### config.mk
export PLATFORM = sky130hd
export DESIGN_NAME = rr_burst_seq
export DESIGN_NICKNAME = d
export VERILOG_FILES = /design/src/rtl/rrb_pkg.sv /design/src/rtl/rrb_cfg_regs.sv /design/src/rtl/rrb_result_ram.sv /design/src/rtl/rrb_seq_ctrl.sv /design/src/rtl/rrb_irq.sv /design/src/rtl/rr_burst_seq.sv
export SDC_FILE = /design/constraint.sdc
export NUM_CORES = 1
export LEC_CHECK = 0
export ABC_AREA = 1
export BUFFER_PORTS_ARGS = -buffer_cell sky130_fd_sc_hd__clkbuf_2
export CAP_MARGIN = 0
export CORE_UTILIZATION = 45
export DETAILED_ROUTE_END_ITERATION = 8
export GPL_TIMING_DRIVEN = 1
export SLEW_MARGIN = 20
export SYNTH_ARGS = -nofsm -noshare
export SYNTH_HDL_FRONTEND = slang
export SYNTH_SLANG_ARGS = --single-unit
export TNS_END_PERCENT = 5
### constraint.sdc
create_clock -name clk -period 2.75 [get_ports clk]
set_input_delay 0.4125 -clock clk [delete_from_list [all_inputs] [get_ports clk]]
set_output_delay 0.4125 -clock clk [all_outputs]
set_load 0.01 [all_outputs]
### src/rtl/rrb_pkg.sv
`timescale 1ns/1ps
package rrb_pkg;
  typedef enum logic [1:0] {
    ST_IDLE = 2'd0,
    ST_ACQ  = 2'd1,
    ST_CONV = 2'd2
  } seq_state_t;
endpackage

### src/rtl/rrb_cfg_regs.sv
`timescale 1ns/1ps
// Slot table: channel and acquisition value per slot, asynchronous read.
module rrb_cfg_regs #(
  parameter int NSLOT = 16,
  parameter int SL_W  = $clog2(NSLOT),
  parameter int CH_W  = 4,
  parameter int ACQ_W = 9
) (
  input  logic             clk,
  input  logic             rst,
  input  logic             we,
  input  logic [SL_W-1:0]  wslot,
  input  logic [CH_W-1:0]  wchan,
  input  logic [ACQ_W-1:0] wacq,
  input  logic [SL_W-1:0]  rslot,
  output logic [CH_W-1:0]  rchan,
  output logic [ACQ_W-1:0] racq
);
  logic [CH_W-1:0]  chan_r [NSLOT];
  logic [ACQ_W-1:0] acq_r  [NSLOT];

  for (genvar g = 0; g < NSLOT; g++) begin : g_slot
    always_ff @(posedge clk) begin
      if (rst) begin
        chan_r[g] <= '0;
        acq_r[g]  <= '0;
      end else if (we && wslot == SL_W'(g)) begin
        chan_r[g] <= wchan;
        acq_r[g]  <= wacq;
      end
    end
  end

  assign rchan = chan_r[rslot];
  assign racq  = acq_r[rslot];
endmodule

### src/rtl/rrb_result_ram.sv
`timescale 1ns/1ps
// Per-slot result storage: one write port, one registered read port.
module rrb_result_ram #(
  parameter int NSLOT = 16,
  parameter int SL_W  = $clog2(NSLOT),
  parameter int RES_W = 12
) (
  input  logic             clk,
  input  logic             we,
  input  logic [SL_W-1:0]  waddr,
  input  logic [RES_W-1:0] wdata,
  input  logic [SL_W-1:0]  raddr,
  output logic [RES_W-1:0] rdata
);
  logic [RES_W-1:0] mem [NSLOT];

  always_ff @(posedge clk) begin
    if (we) mem[waddr] <= wdata;
    rdata <= mem[raddr];
  end
endmodule

### src/rtl/rrb_seq_ctrl.sv
`timescale 1ns/1ps
// Burst walker: acquisition/conversion timing, round-robin pointer,
// held trigger and trigger overflow.
module rrb_seq_ctrl
  import rrb_pkg::*;
#(
  parameter int NSLOT    = 16,
  parameter int SL_W     = $clog2(NSLOT),
  parameter int CH_W     = 4,
  parameter int ACQ_W    = 9,
  parameter int RES_W    = 12,
  parameter int CONV_LAT = 10
) (
  input  logic             clk,
  input  logic             rst,
  input  logic             trig,
  input  logic [SL_W-1:0]  burst_len,
  input  logic             ovf_clr,
  input  logic [CH_W-1:0]  cfg_chan,
  input  logic [ACQ_W-1:0] cfg_acq,
  output logic [SL_W-1:0]  ld_slot,
  input  logic [RES_W-1:0] samp_in,
  output logic             busy,
  output logic             acq_active,
  output logic [CH_W-1:0]  conv_chan,
  output logic [SL_W-1:0]  cur_slot,
  output logic             ev_samp,
  output logic             ev_write,
  output logic [RES_W-1:0] wr_data,
  output logic [SL_W-1:0]  rr_ptr,
  output logic             trig_ovf
);
  localparam int CL_W  = $clog2(CONV_LAT);
  localparam int CNT_W = (ACQ_W > CL_W) ? ACQ_W : CL_W;
  localparam logic [CNT_W-1:0] CONV_LAST = CNT_W'(CONV_LAT - 1);
  localparam logic [SL_W-1:0]  SLOT_TOP  = SL_W'(NSLOT - 1);

  seq_state_t       state;
  logic [SL_W-1:0]  cur, left, rr_q, nxt;
  logic [CNT_W-1:0] cnt;
  logic [ACQ_W-1:0] acq_q;
  logic [CH_W-1:0]  chan_q;
  logic [RES_W-1:0] samp_q;
  logic             pend, tovf;
  logic             acq_done, conv_done, burst_end, busy_trig;

  assign nxt       = (cur == SLOT_TOP) ? '0 : cur + 1'b1;
  assign ld_slot   = (state == ST_IDLE) ? rr_q : nxt;
  assign acq_done  = (state == ST_ACQ)  && (cnt == CNT_W'(acq_q));
  assign conv_done = (state == ST_CONV) && (cnt == CONV_LAST);
  assign burst_end = conv_done && (left == '0);
  assign busy_trig = trig && (state != ST_IDLE);

  always_ff @(posedge clk) begin
    if (rst) begin
      state  <= ST_IDLE;
      cur    <= '0;
      left   <= '0;
      cnt    <= '0;
      acq_q  <= '0;
      chan_q <= '0;
      samp_q <= '0;
      rr_q   <= '0;
      pend   <= 1'b0;
      tovf   <= 1'b0;
    end else begin
      case (state)
        ST_IDLE: begin
          if (trig) begin
            state  <= ST_ACQ;
            cur    <= rr_q;
            left   <= burst_len;
            cnt    <= '0;
            chan_q <= cfg_chan;
            acq_q  <= cfg_acq;
          end
        end
        ST_ACQ: begin
          if (acq_done) begin
            samp_q <= samp_in;
            state  <= ST_CONV;
            cnt    <= '0;
          end else begin
            cnt <= cnt + 1'b1;
          end
        end
        ST_CONV: begin
          if (conv_done) begin
            cnt    <= '0;
            cur    <= nxt;
            chan_q <= cfg_chan;
            acq_q  <= cfg_acq;
            if (left != '0) begin
              left  <= left - 1'b1;
              state <= ST_ACQ;
            end else begin
              rr_q <= nxt;
              if (pend || trig) begin
                left  <= burst_len;
                state <= ST_ACQ;
              end else begin
                state <= ST_IDLE;
              end
            end
          end else begin
            cnt <= cnt + 1'b1;
          end
        end
        default: state <= ST_IDLE;
      endcase

      // held trigger: consumed at burst end, a fresh one in that cycle stays held
      if (burst_end)      pend <= pend && trig;
      else if (busy_trig) pend <= 1'b1;

      if (busy_trig && !burst_end && pend) tovf <= 1'b1;
      else if (ovf_clr)                    tovf <= 1'b0;
    end
  end

  assign busy       = (state != ST_IDLE);
  assign acq_active = (state == ST_ACQ);
  assign conv_chan  = chan_q;
  assign cur_slot   = cur;
  assign ev_samp    = acq_done;
  assign ev_write   = conv_done;
  assign wr_data    = samp_q;
  assign rr_ptr     = rr_q;
  assign trig_ovf   = tovf;
endmodule

### src/rtl/rrb_irq.sv
`timescale 1ns/1ps
// End-of-conversion interrupt flag with selectable pulse position.
module rrb_irq #(
  parameter int NSLOT = 16,
  parameter int SL_W  = $clog2(NSLOT)
) (
  input  logic            clk,
  input  logic            rst,
  input  logic            ev_samp,
  input  logic            ev_write,
  input  logic [SL_W-1:0] ev_slot,
  input  logic [SL_W-1:0] sel_slot,
  input  logic            en,
  input  logic            late,
  input  logic            flag_clr,
  input  logic            ovf_clr,
  output logic            flag,
  output logic            ovf
);
  logic ev, hit;

  assign ev  = late ? ev_write : ev_samp;
  assign hit = ev && en && (ev_slot == sel_slot);

  always_ff @(posedge clk) begin
    if (rst) begin
      flag <= 1'b0;
      ovf  <= 1'b0;
    end else begin
      if (hit)           flag <= 1'b1;
      else if (flag_clr) flag <= 1'b0;

      if (hit && flag)   ovf <= 1'b1;
      else if (ovf_clr)  ovf <= 1'b0;
    end
  end
endmodule

### src/rtl/rr_burst_seq.sv
`timescale 1ns/1ps
module rr_burst_seq #(
  parameter int NSLOT    = 16,
  parameter int SL_W     = $clog2(NSLOT),
  parameter int CH_W     = 4,
  parameter int ACQ_W    = 9,
  parameter int RES_W    = 12,
  parameter int CONV_LAT = 10
) (
  input  logic             clk,
  input  logic             rst,
  input  logic             trig,
  input  logic [SL_W-1:0]  burst_len,
  input  logic             cfg_we,
  input  logic [SL_W-1:0]  cfg_slot,
  input  logic [CH_W-1:0]  cfg_chan,
  input  logic [ACQ_W-1:0] cfg_acq,
  input  logic [SL_W-1:0]  int_slot,
  input  logic             int_en,
  input  logic             int_late,
  input  logic             flag_clr,
  input  logic             ovf_clr,
  input  logic [RES_W-1:0] samp_in,
  input  logic [SL_W-1:0]  rd_slot,
  output logic [RES_W-1:0] rd_data,
  output logic [CH_W-1:0]  conv_chan,
  output logic             acq_active,
  output logic             busy,
  output logic [SL_W-1:0]  rr_ptr,
  output logic             int_flag,
  output logic             int_ovf,
  output logic             trig_ovf
);
  logic [SL_W-1:0]  ld_slot, cur_slot;
  logic [CH_W-1:0]  ld_chan;
  logic [ACQ_W-1:0] ld_acq;
  logic             ev_samp, ev_write;
  logic [RES_W-1:0] wr_data;

  rrb_cfg_regs #(.NSLOT(NSLOT), .SL_W(SL_W), .CH_W(CH_W), .ACQ_W(ACQ_W)) u_cfg (
    .clk(clk), .rst(rst), .we(cfg_we), .wslot(cfg_slot), .wchan(cfg_chan),
    .wacq(cfg_acq), .rslot(ld_slot), .rchan(ld_chan), .racq(ld_acq)
  );

  rrb_seq_ctrl #(.NSLOT(NSLOT), .SL_W(SL_W), .CH_W(CH_W), .ACQ_W(ACQ_W),
                 .RES_W(RES_W), .CONV_LAT(CONV_LAT)) u_ctrl (
    .clk(clk), .rst(rst), .trig(trig), .burst_len(burst_len), .ovf_clr(ovf_clr),
    .cfg_chan(ld_chan), .cfg_acq(ld_acq), .ld_slot(ld_slot), .samp_in(samp_in),
    .busy(busy), .acq_active(acq_active), .conv_chan(conv_chan),
    .cur_slot(cur_slot), .ev_samp(ev_samp), .ev_write(ev_write),
    .wr_data(wr_data), .rr_ptr(rr_ptr), .trig_ovf(trig_ovf)
  );

  rrb_result_ram #(.NSLOT(NSLOT), .SL_W(SL_W), .RES_W(RES_W)) u_res (
    .clk(clk), .we(ev_write), .waddr(cur_slot), .wdata(wr_data),
    .raddr(rd_slot), .rdata(rd_data)
  );

  rrb_irq #(.NSLOT(NSLOT), .SL_W(SL_W)) u_irq (
    .clk(clk), .rst(rst), .ev_samp(ev_samp), .ev_write(ev_write),
    .ev_slot(cur_slot), .sel_slot(int_slot), .en(int_en), .late(int_late),
    .flag_clr(flag_clr), .ovf_clr(ovf_clr), .flag(int_flag), .ovf(int_ovf)
  );
endmodule

# Word level (Yosys, flattened, before mapping)
# Memory sizes are Yosys's and may differ from the RTL's. A register that Yosys moved wholly into a read port is not among the register bits.
# Cells that the tools add are included.
[totals]
reg_bits = 52
wordCells = 239
mem_bits_rw = 400
inputBits = 49
n_memories = 3
output_inout_bits = 25
[mem_list]
columns = ["memory", "words", "word_bits", "rd", "rd_ports_with_merged_regs", "wr", "line_no", "source"]
rows = [
  ["u_res.mem", 16, 12, 1, 1, 1, "rrb_result_ram.sv:15", "logic [RES_W-1:0] mem [NSLOT];"],
  ["u_cfg.acq_r", 16, 9, 1, 0, 16, "rrb_cfg_regs.sv:20", "logic [ACQ_W-1:0] acq_r [NSLOT];"],
  ["u_cfg.chan_r", 16, 4, 1, 0, 16, "rrb_cfg_regs.sv:19", "logic [CH_W-1:0] chan_r [NSLOT];"],
]
[classes]
muxes = 118
n_reduce_logical = 45
n_addsub = 3
n_bitwise = 33
eq_ne = 25
[ops]
columns = ["op", "n"]
rows = [
  ["2-to-1 mux 9 bit", 21],
  ["2-to-1 mux 4 bit", 26],
  ["2-to-1 mux 1 bit", 61],
  ["== test 4 bit (second input constant)", 9],
  ["bitwise OR 1 bit", 32],
  ["one-hot mux 9 bit (3 select lines)", 1],
  ["logical AND 1 bit", 26],
  ["one-hot mux 4 bit (2 select lines)", 3],
  ["one-hot mux 9 bit (2 select lines)", 1],
  ["== test 4 x 3 -> 1 bit (second input constant)", 4],
  ["nonzero test 2 bit", 6],
  ["adder 9 x 1 -> 9 bit (second input constant)", 1],
  ["== test 9 x 4 -> 1 bit (second input constant)", 1],
  ["== test 9 bit", 1],
  ["AND reduction 3 bit", 3],
  ["== test 4 x 2 -> 1 bit (second input constant)", 2],
  ["zero test 4 bit", 2],
  ["2-to-1 mux 2 bit", 4],
  ["one-hot mux 2 bit (3 select lines)", 1],
  ["adder 4 x 1 -> 4 bit (second input constant)", 1],
  ["== test 4 x 1 -> 1 bit (second input constant)", 1],
  ["== test 4 bit", 1],
  ["!= test 2 x 1 -> 1 bit (second input constant)", 2],
  ["AND reduction 2 bit", 2],
  ["other kinds (12)", 12],
]

# Logic depth before layout (Yosys ltp)
# Gate-level depths: netlist (run 1).
[logic_depth]
word_depth = 7
mapped_depth = 16
ltp_nobuf = 13

# Hierarchy
# From an unflattened synthesis (run 1), not the netlist that was laid out.
[unflattened]
hier_cells = 2347
area_unflattened_um2 = 21335.5
[by_module_without_submodules]
columns = ["module", "area_each_um2", "cells_per_inst", "instances", "seq_area_each_um2"]
rows = [
  ["rrb_cfg_regs", 10116.0, 1152, 1, 6246.0],
  ["rrb_result_ram", 8562.0, 813, 1, 6005.8],
  ["rrb_seq_ctrl", 2474.9, 345, 1, 1001.0],
  ["rrb_irq", 182.7, 37, 1, 40.0],
]

# Worst setup path before layout (run 1)
# Ideal clock, no wire load.
[synth_timing]
path_type = "in2reg"
startpoint = "input cfg_we"
endpoint = "memory u_cfg.acq_r[10][0] (enable)"
arrival_time_ps = 1762
path_stages = 3
setup_time_ps = 401
t_required_ps = 2349
slack_ps = 587
path_buffers = 1
path_cell_list = "clkbuf_1 -> nand2_1 -> o21ai_0"
[synth_rtl]
columns = ["item", "line_no", "source"]
rows = [
  ["start: declaration", "rr_burst_seq.sv:14", "input logic cfg_we,"],
  ["end: declaration", "rrb_cfg_regs.sv:20", ""],
]

# Worst setup path after layout (run 1)
[layout_timing]
startpoint = "register u_ctrl.cur[0] (netlist: u_ctrl.cur_slot[0])"
endpoint = "register u_ctrl.acq_q[8]"
[layout_via]
elab_chain_cells = 6
word_cells_on_any_way = 8
classes_between = "add/sub (1); eq/ne (1); mux (5); memory (1)"
[layout_rtl]
columns = ["item", "line_no", "source"]
rows = [
  ["start: declaration", "rrb_seq_ctrl.sv:39", "logic [SL_W-1:0] cur, left, rr_q, nxt;"],
  ["start signal: assignment", "rrb_seq_ctrl.sv:71", "cur <= rr_q;"],
  ["start signal: assignment", "rrb_seq_ctrl.sv:90", "cur <= nxt;"],
  ["adder 4 x 1 -> 4 bit / == test 4 bit (equally long branches)", "rrb_seq_ctrl.sv:47", "assign nxt = (cur == SLOT_TOP) ? '0 : cur + 1'b1;"],
  ["2-to-1 mux 4 bit (*)", "rrb_seq_ctrl.sv:47", ""],
  ["net u_ctrl.nxt[1]", "rrb_seq_ctrl.sv:39", ""],
  ["2-to-1 mux 4 bit (*)", "rrb_seq_ctrl.sv:48", "assign ld_slot = (state == ST_IDLE) ? rr_q : nxt;"],
  ["memory (16 x 9 bit) (*)", "-", ""],
  ["2-to-1 mux 9 bit, on equally long branches", "rrb_seq_ctrl.sv:88, rrb_seq_ctrl.sv:69", ""],
  ["one-hot mux 9 bit (2 select lines) (*)", "rrb_seq_ctrl.sv:67", "case (state)"],
  ["end signal: assignment", "rrb_seq_ctrl.sv:75", "acq_q <= cfg_acq;"],
  ["end signal: assignment", "rrb_seq_ctrl.sv:92", "acq_q <= cfg_acq;"],
  ["end: declaration", "rrb_seq_ctrl.sv:41", "logic [ACQ_W-1:0] acq_q;"],
]
# The timed path passes the listed nets; every way through them passes the cells marked *. The select of a mux whose other input is x is not followed.
# A chain may end at the register's enable or synchronous reset.

==> results.ini, run 1 <==
[clock_tree]
post_cts_resized = 0
clk_pin_slew_ns = 0.06
htree_levels = 2
cts_buffers = 50
ctsLongestPathBuffers = 3
clockRootBuffer = clkbuf_16
hold_buffers = 0
postCtsSetupBuffers = 0
tritoncts = built
clock_latency_ns = 0.59
cts.sinks = 464

[final_layout]
areaGrowthSynthToFinish_pct = 13.36
antennaDiodeCount = 0
drive_gt1_frac = 0.1062
nets = 2164

[timing]
rsz0062_at_grt = false
max_freq_mhz = 401.0
max_slew_margin = 0.3656
drv_slew = 0
finalHoldViolations = 0
skew_ns = 0.01737
setup_viol = 0
tightestPinTransition_ns = 0.9506
fin_crit_sh = 0.9069
setup_tns_ns = 0
fin_hold_ws_ns = 0.05740
min_period_ns = 2.494

[synth]
synthCells = 2045
yosys.area_share.simple = 0.1879
synth_fa_ha_area_frac = 0.006669
async_flop_share = 0
synth_edf_count = 400
ys_seq_elements = 464
seq_area_frac_synth = 0.6441
yosysUniqueCellTypes = 35
synth_compound_area_frac = 0.06372
syn_area_mm2 = 0.02064
synth_warnings = 0
synth_top_family_by_area = simple AND/OR/NAND/NOR gates
yosys_most_used_dff = edfxtp_1
synth.top_cell.area_share = 0.5820
synth_area_per_cell_um2 = 10.09
synthXorXnorAreaFrac = 0.004183
muxShareOfSynthArea = 0.02328
synth_nets = 2105
synthTopCellsByArea = edfxtp_1 (58%), nand3_1 (6.9%), nand2_1 (6.3%)
synth_top_area_cell = edfxtp_1

[placement]
place_congestion = 0.8669
port_buffers = 73
hpwl_um = 34320

[die]
dieArea_mm2 = 0.04672
die_x_um = 216.2
pin_count = 74
die_h_um = 216.2
row_count = 78
start_util = 0.4558
core_mm2 = 0.04528

[critical_path]
worstPathRequired_ns = 3.29
cp-startpoint = u_ctrl.cur_slot[0]
timing.rr.start = u_ctrl.cur_slot[0]
cp_max_fo = 52
arrival_ns = 3.03
cp-end-kind = flop
crit_type = reg2reg
cp-start-kind = flop

[worst_hold_path]
holdCritPathClass = in2reg
holdCritStartpoint = samp_in[11]

[global_routing]
grt_use_met1 = 0.3082
antenna_found_initial = 0
overflow = 0
busiest_layer = met2
met3_usage = 0.02667
grt_first_pass_wirelength_um = 84650
grt_pass1_vias = 14328
met2_usage = 0.4084
grt_usage = 0.2374
grt_max_degree = 105

[power]
internal_power_mw = 13.44
cellPowerDensity_mw_per_mm2 = 861.0
power_frac_clock = 0.324
comb_power_share = 0.260
sw_frac_of_total = 0.3326
vdd_ir_drop_max_uv = 828.0
leakage_nw = 9.526
p_sw_mw = 6.701
power_frac_seq = 0.416

[drt]
post_drt_wl_per_cell_um = 20.02
drc = 0
dr.pass1.iters = 7
drt_iter0_drc = 1281
via_per_inst = 5.392
vias = 14806
ant_nets = 0
drt-total-wl_um = 54960

[outcome]
outcome = finished clean

[job]
maxCapViolations = 0

## layer usage
metal / vias to the layer above / part of all wire
met3: 112 / 0.052
met2: 482 / 0.50
li1: 7018 / -
met1: 7194 / 0.42
met4: 0 / 0.034
met5: - / 0
## layout by cell type, fill, tap and decap left out, types with 11 or more instances in the layout
cell       instances
mux2i_1           48
o21ai_1           11
buf_4             52
o211ai_1          49
clkbuf_2          72
o21ai_0           79
edfxtp_1         400
dfxtp_1           64
nand2_1          346
nand3_1          286
clkbuf_16         50
nor2_1           258
inv_1            230
a21oi_1           87
clkbuf_1          17
## power groups by stage
stage                     clock, mW  sequential [mW]  combinational [mW]
final                          6.52             8.38                5.24
after global placement            0             8.51                5.19
after floorplan                   0             8.38                3.62
after global routing           6.87             8.41                5.84
after CTS                      6.62             8.37                5.23
after detailed placement          0             8.52                5.21
## cells in the mapped netlist (36+ instances only)
master and instances:
o21ai_0 88, dfxtp_1 64, clkbuf_1 71, a21oi_1 87
nor2_1 258, buf_2 36, mux2i_1 48, nand3_1 286
edfxtp_1 400, inv_1 230, nand2_1 347, o211ai_1 49
## sequential cells by signal (all words and copies together), names as in the netlist
register          count
u_irq.flag            1
u_cfg.chan_r         64
u_ctrl.left           4
u_ctrl.cnt            9
u_ctrl.trig_ovf       1
u_res.mem           192
u_ctrl.state          2
u_ctrl.rr_ptr         4
u_ctrl.conv_chan      4
u_irq.ovf             1
u_cfg.acq_r         144
u_ctrl.cur_slot       4
u_ctrl.wr_data       12
u_ctrl.acq_q          9
u_ctrl.pend           1
u_res.rdata          12
## logic make-up after synthesis
group	count (synthesis)
XOR/XNOR	9
flip-flops	464
AO/OA/AOI/OAI	232
multiplexers	48
AND/OR/NAND/NOR	919
adder cells (fa/ha/maj)	11
buffers and inverters	362
## worst max-delay path, stage by stage (launching register included)
cell     delay [ns]
dfxtp_1        0.37
inv_1          0.19
ha_1           0.34
inv_1          0.08
o21ai_4        0.17
buf_4          0.57
nand2_1        0.12
nand3_1        0.19
nand3_1        0.17
nand3_1        0.13
nand2_1        0.05
inv_1          0.05
## layout make-up
class,count,area (um2)
tap,600,750.7
multi-input combinational,1219,5928
clock inverter,18,161.4
timing repair buffer,134,950.9
fill,4089,21890
clock buffer,76,1426
sequential,464,13290
inverter,235,884.6
## final timing paths
path | end | slack, ns | cells after the start
worst max-delay path | u_ctrl.acq_q[8] | 0.26 | 11
worst min-delay path | u_ctrl.wr_data[11] | 0.06 | 3
worst max register to register | u_ctrl.acq_q[8] | 0.26 | 11
worst min register to register | u_ctrl.trig_ovf | 0.47 | 2
## per-stage QoR
step | power, mW | worst slack, ns | cell area [um2] | cells | utilization
global placement | 13.70 | 0.2751 | 21800 | 2652 | 0.4815
detailed placement | 13.73 | 0.3005 | 21800 | 2652 | 0.4815
floorplan | 12.00 | 0.5873 | 20640 | 2045 | -
CTS | 20.23 | 0.2851 | 23390 | 2746 | 0.5166
global route | 21.12 | 0.06441 | 23390 | 2746 | 0.5166
finish | 20.14 | 0.2560 | 23390 | 2746 | 0.5166
Note: power is estimated with default switching activity, not from simulation.
==> inputs of run 2 (changes only) <==
--- a/config.mk
+++ b/config.mk
@@ -8,6 +8,7 @@
 export ABC_AREA = 1
 export BUFFER_PORTS_ARGS = -buffer_cell sky130_fd_sc_hd__clkbuf_2
 export CAP_MARGIN = 0
+export CORE_MARGIN = 5
 export CORE_UTILIZATION = 45
 export DETAILED_ROUTE_END_ITERATION = 8
 export GPL_TIMING_DRIVEN = 1
==> run 2 against run 1 <==
Effect of this change:
- flip-flop and latch count unchanged
- critical path type unchanged
- utilization increased by 0.18 points
- global-route usage decreased by 2.2 points
- power increased by 0.91%
- largest power group unchanged
==> results.ini, run 2 (synthesis gave the netlist of run 1 again) <==
[drt]
vias = 14898  ; +0.62%
drc = 0  ; unchanged
drt_iter0_drc = 1695  ; +32%
via_per_inst = 5.410  ; +0.33%
drt-total-wl_um = 55050  ; +0.16%
post_drt_wl_per_cell_um = 19.99  ; -0.13%
dr.pass1.iters = 5  ; -2
ant_nets = 0  ; unchanged

[clock_tree]
tritoncts = built
cts.sinks = 464  ; unchanged
ctsLongestPathBuffers = 3  ; unchanged
cts_buffers = 49  ; -2.0%
htree_levels = 2  ; unchanged
clk_pin_slew_ns = 0.06  ; about the same
hold_buffers = 0  ; unchanged
clockRootBuffer = clkbuf_16
postCtsSetupBuffers = 0  ; unchanged
clock_latency_ns = 0.60  ; about the same
post_cts_resized = 0  ; unchanged

[global_routing]
grt_max_degree = 105  ; unchanged
grt_usage = 0.2155  ; -0.02181
grt_pass1_vias = 14254  ; -0.52%
antenna_found_initial = 0  ; unchanged
overflow = 0  ; unchanged
grt_first_pass_wirelength_um = 83970  ; -0.81%

[final_layout]
fillers = 4012  ; -1.9%
reg.largest.list = u_res.mem (192), u_cfg.acq_r (144), u_cfg.chan_r (64)
final_common_cell = edfxtp_1
largest_register = u_res.mem
nets = 2174  ; +0.46%
utilization = 0.5184  ; +0.001783
antennaDiodeCount = 0  ; unchanged
layout_common_cells = edfxtp_1 (400), nand2_1 (346), nand3_1 (286), nor2_1 (258), inv_1 (230)
areaGrowthSynthToFinish_pct = 13.99
largest_register_ffs = 192  ; unchanged
drive_gt1_frac = 0.1110  ; +0.004712

[critical_path]
r2r_setup_slack_ns = 0.25  ; about the same
crit_top_cell = nand3_1
worstPathRequired_ns = 3.28  ; about the same
cp-start-kind = flop
cp-end-kind = flop
timing.rr.start = u_ctrl.state[0]
cp_max_fo = 52  ; unchanged
cp-startpoint = u_ctrl.state[0]
arrival_ns = 3.03  ; about the same
critPathTopFamily = buffers and inverters
cp_num_buf_inv = 4  ; unchanged
path_depth = 11  ; unchanged
reg2reg_to = u_ctrl.acq_q[5]
slowest_stage = buf_4
crit_type = reg2reg
ff2ff_path_depth = 11  ; unchanged
worstSetupEndpoint = u_ctrl.acq_q[5]
crit_chain = inv_1 > ha_1 > buf_4 > o21ai_4 > buf_4 > nand2_1 > nand3_1 > nand3_1 > nand3_1 > nand2_1 > inv_1
cpPeakStageDelay_ns = 0.55  ; -0.02 ns

[power]
vdd_ir_drop_max_uv = 659.1  ; -20%
leakage_nw = 9.605  ; +0.82%
cellPowerDensity_mw_per_mm2 = 864.0  ; +0.35%

[placement]
port_buffers = 73  ; unchanged
hpwl_um = 34330  ; about the same
place_congestion = 0.9108  ; +5.1%

[timing]
fin_crit_sh = 0.9091  ; +0.002217
skew_ns = 0.02095  ; +0.003587 ns
min_period_ns = 2.500  ; +0.006097 ns
drv_slew = 0  ; unchanged
max_freq_mhz = 400.0  ; -0.24%
rsz0062_at_grt = false
tightestPinTransition_ns = 0.9903  ; +0.03969 ns
setup_viol = 0  ; unchanged
setup_tns_ns = 0  ; unchanged
max_slew_margin = 0.3391  ; -0.02649
finalHoldViolations = 0  ; unchanged

[die]
row_count = 78  ; unchanged
core_mm2 = 0.04538  ; +0.22%
die_x_um = 224.2  ; +3.7%
dieArea_mm2 = 0.05025  ; +7.5%
die_h_um = 224.2  ; +3.7%
start_util = 0.4548  ; -0.0009801
pin_count = 74  ; unchanged

[worst_hold_path]
holdCritStartpoint = samp_in[0]
holdCritPathClass = in2reg

[outcome]
outcome = finished clean

[job]
maxCapViolations = 0  ; unchanged

## run 2: cell count changes in the layout (fill, tap and decap cells not counted), sizes merged
cell	before	now
clkinv	13	12
buf	62	73
clkbuf	148	143
bufinv	2	4
inv	237	238
## run 2: layer usage
metal / wire length (um) / GRT usage / share of wire / up-vias
met4: 1432 / 0.06225 / 0.026 / 0
met3: 3985 / 0.04049 / 0.072 / 92
met5: 0 / 0 / 0 / -
met1: 24520 / 0.3109 / 0.45 / 7215
met2: 25120 / 0.3365 / 0.46 / 540
li1: - / - / - / 7051
## run 2: power breakdown
part           total [mW]  internal, mW  switching [mW]  leakage [nW]
registers            8.38          8.05           0.332          4.30
logic                5.16          1.59            3.57          4.49
clock network        6.79          3.99            2.80         0.817
## run 2: worst min path at each step
stage / slack, ns / end / cells after the start
final: 0.05 / u_ctrl.wr_data[0] / 3
after global routing: 0.03 / u_ctrl.wr_data[0] / 3
after CTS: 0.02 / u_ctrl.wr_data[4] / 3
after detailed placement: 0.46 / u_ctrl.trig_ovf / 2
after global placement: 0.45 / u_irq.ovf / 2
after floorplan: 0.45 / u_ctrl.left[1] / 2
## run 2: cell type report
type                            count  area [um2]  share of cell area
Clock inverter                     20       245.2             0.01042
Tap cell                          600       750.7             0.03191
Timing Repair Buffer              145        1008             0.04287
Clock buffer                       71        1419             0.06031
Sequential cell                   464       13290              0.5650
Multi-Input combinational cell   1219        5926              0.2519
Inverter                          235       884.6             0.03760
## run 2: worst register-to-register path: cells and delay by family (launching register included)
| kind | cells | cell delay (ns) |
|---|---|---|
| buffers and inverters | 4 | 0.88 |
| AND/OR/NAND/NOR | 5 | 0.75 |
| flip-flops | 1 | 0.38 |
| adder cells (fa/ha/maj) | 1 | 0.25 |
| AO/OA/AOI/OAI | 1 | 0.19 |
## run 2: through the flow
step / cell area, um2 / cells / setup WS, ns / power [mW] / hold WS, ns
6_report: 23530 / 2754 / 0.2499 / 20.33 / 0.05351
5_1_grt: 23530 / 2754 / 0.08956 / 21.35 / 0.02880
4_1_cts: 23530 / 2754 / 0.2882 / 20.42 / 0.01713
3_5_place_dp: 21860 / 2663 / 0.2984 / 13.63 / 0.4582
3_3_place_gp: 21860 / 2663 / 0.3008 / 13.58 / 0.4546
2_1_floorplan: 20640 / 2045 / 0.5873 / 12.00 / 0.4477
